File: src/rtl/t2c_pkg.sv
package t2c_pkg;
  typedef enum logic [1:0] {
    PH_IDLE = 2'd0,
    PH_CLS  = 2'd1,
    PH_MARK = 2'd2
  } phase_t;
endpackage

File: src/rtl/t2c_pwr.sv
module t2c_pwr (
  input  logic clk,
  input  logic rst_n,
  input  logic above_on,
  input  logic below_off,
  output logic pwr_mode
);
  always_ff @(posedge clk or negedge rst_n) begin
    if (!rst_n)         pwr_mode <= 1'b0;
    else if (above_on)  pwr_mode <= 1'b1;
    else if (below_off) pwr_mode <= 1'b0;
  end

  AST_PM_ENTER: assert property (@(posedge clk) disable iff (!rst_n)
    above_on |=> pwr_mode);
  AST_PM_HOLD: assert property (@(posedge clk) disable iff (!rst_n)
    (!above_on && !below_off) |=> $stable(pwr_mode));
endmodule

File: src/rtl/t2c_seq.sv
module t2c_seq
  import t2c_pkg::*;
#(
  parameter int N_EVENTS = 2
) (
  input  logic   clk,
  input  logic   rst_n,
  input  logic   below_reset,
  input  logic   below_mark,
  input  logic   in_cls,
  output phase_t phase,
  output logic   t2_latch
);
  localparam int CW = $clog2(N_EVENTS + 1);
  localparam logic [CW-1:0] LAST = CW'(N_EVENTS - 1);
  localparam logic [CW-1:0] FULL = CW'(N_EVENTS);

  logic [CW-1:0] pairs;

  always_ff @(posedge clk or negedge rst_n) begin
    if (!rst_n) begin
      phase    <= PH_IDLE;
      pairs    <= '0;
      t2_latch <= 1'b0;
    end else if (below_reset) begin
      phase    <= PH_IDLE;
      pairs    <= '0;
      t2_latch <= 1'b0;
    end else begin
      unique case (phase)
        PH_IDLE: if (in_cls) phase <= PH_CLS;
        PH_CLS: if (below_mark) begin
          phase <= PH_MARK;
          if (pairs != FULL) pairs <= pairs + CW'(1);
          if (pairs == LAST) t2_latch <= 1'b1;
        end
        PH_MARK: if (in_cls) phase <= PH_CLS;
        default: phase <= PH_IDLE;
      endcase
    end
  end

  AST_SET_FROM_WINDOW: assert property (@(posedge clk) disable iff (!rst_n)
    $rose(t2_latch) |-> ($past(phase) == PH_CLS));
  AST_RESET_LEVEL_CLEARS: assert property (@(posedge clk) disable iff (!rst_n)
    below_reset |=> (!t2_latch && pairs == '0));
  AST_FLAG_STICKY: assert property (@(posedge clk) disable iff (!rst_n)
    (t2_latch && !below_reset) |=> t2_latch);
  AST_NO_COUNT_WITHOUT_MARK: assert property (@(posedge clk) disable iff (!rst_n)
    (!below_mark && !below_reset) |=> $stable(pairs));
endmodule

File: src/rtl/t2c_detector.sv
module t2c_detector
  import t2c_pkg::*;
#(
  parameter int N_EVENTS = 2
) (
  input  logic clk,
  input  logic rst_n,
  input  logic lvl_below_reset,
  input  logic lvl_below_mark,
  input  logic lvl_in_class,
  input  logic lvl_below_off,
  input  logic lvl_above_on,
  input  logic switch_full_on,
  input  logic adapter_present,
  output logic class_en,
  output logic mark_en,
  output logic type2_ind_n
);
  phase_t phase;
  logic   t2_latch;
  logic   pwr_mode;
  logic   adapter_seen;

  t2c_seq #(.N_EVENTS(N_EVENTS)) u_seq (
    .clk        (clk),
    .rst_n      (rst_n),
    .below_reset(lvl_below_reset),
    .below_mark (lvl_below_mark),
    .in_cls     (lvl_in_class),
    .phase      (phase),
    .t2_latch   (t2_latch)
  );

  t2c_pwr u_pwr (
    .clk      (clk),
    .rst_n    (rst_n),
    .above_on (lvl_above_on),
    .below_off(lvl_below_off),
    .pwr_mode (pwr_mode)
  );

  always_comb begin
    adapter_seen = adapter_present && !lvl_below_mark;
    class_en     = lvl_in_class && !pwr_mode && !adapter_seen;
    mark_en      = (phase == PH_MARK) && lvl_below_mark && !lvl_below_reset && !pwr_mode;
    type2_ind_n  = !((t2_latch && pwr_mode && switch_full_on) || adapter_seen);
  end

  AST_IND_NEEDS_SOURCE: assert property (@(posedge clk) disable iff (!rst_n)
    (!type2_ind_n && !adapter_present) |-> (pwr_mode && switch_full_on));
  AST_NO_CLASS_IN_POWER: assert property (@(posedge clk) disable iff (!rst_n)
    $past(lvl_above_on) |-> !class_en);
endmodule

File: config.mk
export PLATFORM = sky130hd
export DESIGN_NAME = t2c_detector
export DESIGN_NICKNAME = d
export VERILOG_FILES = /design/src/rtl/t2c_pkg.sv /design/src/rtl/t2c_pwr.sv /design/src/rtl/t2c_seq.sv /design/src/rtl/t2c_detector.sv
export SDC_FILE = /design/constraint.sdc
export NUM_CORES = 1
export LEC_CHECK = 0
export BUFFER_PORTS_ARGS = -buffer_cell sky130_fd_sc_hd__buf_2
export CORE_AREA = 5 5 42 44
export DETAILED_ROUTE_END_ITERATION = 8
export DIE_AREA = 0 0 47 49
export SYNTH_ARGS = -nofsm -noshare
export SYNTH_HDL_FRONTEND = slang
export SYNTH_HIERARCHICAL = 1
export SYNTH_SLANG_ARGS = --single-unit
File: constraint.sdc
create_clock -name clk -period 1.4 [get_ports clk]
set_input_delay 0 -clock clk [delete_from_list [all_inputs] [get_ports clk]]
set_output_delay 0 -clock clk [all_outputs]
set_load 0.01 [all_outputs]
==> results.toml, run 1 <==
[run_status]
outcome = "complete, no violations"

[global_routing]
grt_usage_pct = 7.30
grt_max_degree = 10
grt_pass1_wl_um = 1160
grt_pass1_vias = 266
globalRoute.totalOverflow = 0
antenna_found_initial = 0

[detailed_routing]
vias = 284
drc = 0
drtAntennaViolNets = 0
vias_per_cell = 4.30
drtPass1Iterations = 2
drt-initial-drc-count = 4
wl_um = 745
wl_per_cell_um = 11.3

[place]
hpwlAfterDp_um = 563
gp_congestion = 0.738
io_buffers = 11

[clock_network]
cts_buffer_depth = 2
cts.sinks = 6
clk_pin_slew_ns = 0.05
clock_latency_ns = 0.24
cts.htree.levels = 1
cts_tree = "yes"
clockRootBuffer = "clkbuf_4"
numCtsBuffers = 3

[timing]
fin_setup_tns_ns = 0
fin_hold_ws_ns = 0.0256
hold_viol_final = 0
rsz0062_at_grt = "no"
finalSetupViolCount = 0
max_freq_mhz = 740
max_slew_margin_pct = 89.8
final-max-slew-violation-count = 0
worstMarginPinSlew_ns = 0.153
fin_skew_ns = 0.00446
post-route-period-util_pct = 96.5
post-route-min-period_ns = 1.35

[cells_and_area]
layout.nets = 63
syn2layout_area_growth_pct = 34.7
n_antenna_cell = 0
multiInputGateArea_um2 = 195
drive_gt1_share_pct = 40.0
seq_area_um2 = 150
fillers = 167

[logic_synthesis]
synth_compound_area_share_pct = 8.33
synthMuxAreaShare_pct = 8.33
synth_cells = 33
synth_cell_types = 17
avgSynthCellArea_um2 = 10.9
ys_seq_area_share_pct = 41.7
synth_top_family_by_area = "simple AND/OR/NAND/NOR gates"
synthSimpleGateAreaFrac_pct = 30.6
synth_xor_area_share_pct = 0
syn_area_um2 = 360
yosysWarnings = 6
synth-seq-cells = 6
synth_nets = 44
synthAdderAreaFrac_pct = 6.94

[critical_path]
cp-end-kind = "flip-flop"
critPathKind = "reg2reg"
crit_fanout = 3
worstSetupStartpointType = "flip-flop"
required_ns = 1.52
arrival_ns = 1.47

[power_and_ir_drop]
p_per_area_mw_per_mm2 = 843
power_leakage_nw = 0.236
vdd_drop_max_mv = 0.435

[flow_run]
cap_violations = 0

[die]
die_x_um = 47
die_y_um = 49
die_area_mm2 = 0.00230
core_mm2 = 0.00140
io-pin-count = 12
rows = 14
initial_core_util_pct = 25.7

[min_path]
min_path_type = "in2reg"
[final timing paths]
| kind | start | end | slack [ns] | cells after the start |
|---|---|---|---|---|
| setup / recovery | u_seq/pairs[1] | u_seq/pairs[0] | 0.05 | 3 |
| setup reg to reg | u_seq/pairs[1] | u_seq/pairs[0] | 0.05 | 3 |
| min in group asynchronous | rst_n | u_seq/pairs[0] | 0.12 | 2 |
| max in group asynchronous | rst_n | u_seq/phase[1] | 1.14 | 2 |
| hold / removal | lvl_below_off | u_pwr/pwr_mode | 0.03 | 3 |
| hold reg to reg | u_pwr/pwr_mode | u_pwr/pwr_mode | 0.55 | 1 |
[area by class of cell]
class	instances	area share, %
multi-input cells	23	40.2
clock buffers	3	4.64
inverters	4	3.09
well taps	16	4.12
repair buffers	14	17.0
flip-flops and latches	6	30.9
[metrics by stage]
step	instances	utilization, %	setup WS [ns]	power [mW]	instance area [um^2]
2_1_floorplan	33	-	0.0918	0.220	360
3_3_place_gp	60	31.1	0.0550	0.248	435
3_5_place_dp	60	31.1	0.0256	0.248	435
4_1_cts	65	34.1	0.0122	0.411	478
5_1_grt	66	34.6	0.00461	0.435	485
6_report	66	34.6	0.0493	0.409	485
[cells by family after synthesis]
kind of cell | after synthesis
and+or+nand+nor | 14
adders and majority gates | 2
muxes | 2
DFF | 6
buffers and inverters | 4
AOI/OAI and AO/OA | 5
[cells in the mapped netlist]
master    instances  area share, %
dfrtp_1           6             42
inv_1             4            4.2
nor2_1            3            3.1
a21oi_1           2            2.8
ha_1              2            6.9
mux2_4            2            8.3
nand2b_1          2            3.5
nor2b_1           2            3.5
or3b_1            2            4.9
a21o_1            1            2.1
a31oi_1           1            1.7
and4b_1           1            2.8
and4bb_1          1            3.5
nand3b_1          1            2.1
nor2b_4           1            3.8
nor3b_2           1            3.5
o22ai_1           1            1.7
[metal layers]
layer,share of wire (%),GRT usage (%),vias up
met1,49,10.3,126
met3,8.1,2.21,2
li1,-,-,149
met4,1.2,5.53,0
met2,41,8.82,7
met5,0,0,-
[power breakdown]
| part | total, mW | leakage, nW | switching (mW) | internal [mW] |
|---|---|---|---|---|
| sequential | 0.189 | 0.0790 | 0.00737 | 0.182 |
| clock | 0.157 | 0.0138 | 0.0604 | 0.0969 |
| combinational | 0.0628 | 0.143 | 0.0272 | 0.0356 |
| total | 0.409 | 0.236 | 0.0949 | 0.314 |
[cell usage in the layout (no fill, tap or decap), drive strengths merged]
cell         synthesis  routed
and4b                1       1
nand2b               2       2
inv                  4       4
dlygate4sd3          0       2
nor3b                1       1
mux2                 2       2
dfrtp                6       6
or3b                 2       2
a31oi                1       1
and4bb               1       1
o22ai                1       1
ha                   2       2
nor2                 3       3
nand3b               1       1
buf                  0      12
nor2b                3       3
clkbuf               0       3
a21oi                2       2
a21o                 1       1
[worst max-delay path, cell delays in order, from the launching register on]
cell	delay [ns]
dfrtp_1	0.40
ha_1	0.19
and4bb_2	0.34
mux2_4	0.30
[sequential cells by signal (all words and copies together) (netlist names)]
name,count
u_seq/t2_latch,1
u_pwr/pwr_mode,1
u_seq/pairs,2
u_seq/phase,2
[what timing repair did]
action | 4_1_cts | 5_1_grt
setup buffers | 0 | 1
hold buffers | 2 | 0
setup endpoints to repair | 0 | 2
resized for setup | 0 | 1
hold endpoints to repair | 7 | 0
Note: power is estimated with default switching activity, not from simulation.
==> run 2, diff against run 1 <==
- BUFFER_PORTS_ARGS: -buffer_cell sky130_fd_sc_hd__buf_2 -> -buffer_cell sky130_fd_sc_hd__clkbuf_2
==> run 2 against run 1 <==
Via count increased by 6.7%. Combinational power increased by 6.7%. Critical path type unchanged. Highest routed layer is now met3. Global-route usage increased by 0.83 points. Largest power group unchanged. Utilization increased by 0.71 points. Clock skew decreased by 0.0033 ns.
==> results.toml, run 2 (synthesized netlist as in run 1, its figures left out) <==
[run_status]
outcome = "complete, no violations"

[timing]
fin_setup_tns_ns = 0
max_freq_mhz = 752
fin_ws_ns = 0.0701
finalSetupViolCount = 0
max_slew_margin_pct = 88.8
post-route-period-util_pct = 95.0
fin_hold_ws_ns = 0.0322
hold_viol_final = 0
post-route-min-period_ns = 1.33
worstMarginPinSlew_ns = 0.169
final-max-slew-violation-count = 0
rsz0062_at_grt = "no"
fin_skew_ns = 0.00115

[global_routing]
antenna_found_initial = 0
grt_usage_pct = 8.14
globalRoute.totalOverflow = 0
grt_pass1_wl_um = 1300
grt_max_degree = 10
grt_pass1_vias = 291

[power_and_ir_drop]
vdd_drop_max_mv = 0.359
power_leakage_nw = 0.240
p_per_area_mw_per_mm2 = 839

[critical_path]
crit_chain = "inv_1 > ha_1 > and4bb_2 > mux2_4"
max_stage_delay_ns = 0.34
arrival_ns = 1.45
critPathKind = "reg2reg"
required_ns = 1.52
worstSetupStartpointType = "flip-flop"
cpMaxStageDelayCell = "dfrtp_1"
cp-end-kind = "flip-flop"
rr_worst_depth = 4
crit_fanout = 2

[detailed_routing]
vias = 303
drtAntennaViolNets = 0
vias_per_cell = 4.52
drc = 0
met2WireLength_um = 366
wl_per_cell_um = 11.9
drt-initial-drc-count = 6
highest_layer = "met3"
drtPass1Iterations = 4
wl_met3_um = 58
wl_met1_um = 372
wl_um = 797

[die]
core_mm2 = 0.00140
die_y_um = 49
io-pin-count = 12
initial_core_util_pct = 25.7
die_area_mm2 = 0.00230
rows = 14
die_x_um = 47

[clock_network]
clock_latency_ns = 0.24
cts.sinks = 6
clockRootBuffer = "clkbuf_4"
cts_tree = "yes"
cts_buffer_depth = 2
cts.htree.levels = 1
numCtsBuffers = 3
clk_pin_slew_ns = 0.05

[cells_and_area]
drive_gt1_share_pct = 39.2
syn2layout_area_growth_pct = 37.5
layout.nets = 64
final_cell_mix = "11 x clkbuf_2, 6 x dfrtp_1, 4 x inv_1"
n_antenna_cell = 0
final_common_cell = "clkbuf_2"
finalInstanceArea_um2 = 495
largest_registers = "u_seq/pairs x2, u_seq/phase x2"

[place]
dp_slack_ns = 0.0281
io_buffers = 11
dpl_cell_area_um2 = 435
hpwlAfterDp_um = 544
gp_congestion = 0.739

[min_path]
holdPathStages = 3
min_path_type = "in2reg"

[flow_run]
cap_violations = 0
run 2: cell types whose count changed in the layout (fill, tap and decap cells not counted):
cell           delta
dlygate4sd3_1     +1
buf_2            -11
clkbuf_2         +11
run 2: worst max-delay path: cells and delay by family, from the launching register on:
| kind | cells | cell delay (ns) |
|---|---|---|
| buf+inv | 1 | 0.05 |
| mux | 1 | 0.30 |
| flops | 1 | 0.34 |
| fa+ha+maj | 1 | 0.18 |
| simple gates | 1 | 0.34 |
run 2: area by class of cell:
cell class | instances | area (um^2)
Timing Repair Buffer | 15 | 92.6
Clock buffer | 3 | 22.5
Fill cell | 143 | 906
Sequential cell | 6 | 150
Tap cell | 16 | 20.0
Inverter | 4 | 15.0
Multi-Input combinational cell | 23 | 195
run 2: worst paths after layout:
check | start | end | slack [ns]
max | u_seq/pairs[0] | u_seq/pairs[0] | 0.07
min in group asynchronous | rst_n | u_pwr/pwr_mode | 0.13
min reg2reg | u_seq/t2_latch | u_seq/t2_latch | 0.55
max in group asynchronous | rst_n | u_seq/pairs[0] | 1.11
max reg2reg | u_seq/pairs[0] | u_seq/pairs[0] | 0.07
min | lvl_in_class | u_seq/phase[0] | 0.03
run 2: repair_timing:
| action | 4_1_cts | 5_1_grt |
|---|---|---|
| hold buffers | 3 | 0 |
| setup buffers | 0 | 1 |
| hold endpoints to repair | 7 | 0 |
| endpoints found under the setup margin | 0 | 2 |
| resized for setup | 0 | 1 |
run 2: per-layer routing:
| metal | global-route usage [%] | vias up |
|---|---|---|
| met1 | 10.9 | 143 |
| met3 | 2.21 | 0 |
| met2 | 10.9 | 7 |
| li1 | - | 153 |
| met4 | 5.53 | 0 |
| met5 | 0 | - |
run 2: metrics by stage:
stage,util (%),cells,power (mW)
2_1_floorplan,-,33,0.220
3_3_place_gp,31.1,60,0.248
3_5_place_dp,31.1,60,0.248
4_1_cts,34.8,66,0.423
5_1_grt,35.4,67,0.439
6_report,35.4,67,0.416
run 2: power by group:
group / switching (mW) / leakage (nW) / internal [mW] / total, mW
logic: 0.0290 / 0.147 / 0.0379 / 0.0670
registers: 0.00766 / 0.0790 / 0.182 / 0.189
clock network: 0.0625 / 0.0138 / 0.0970 / 0.159
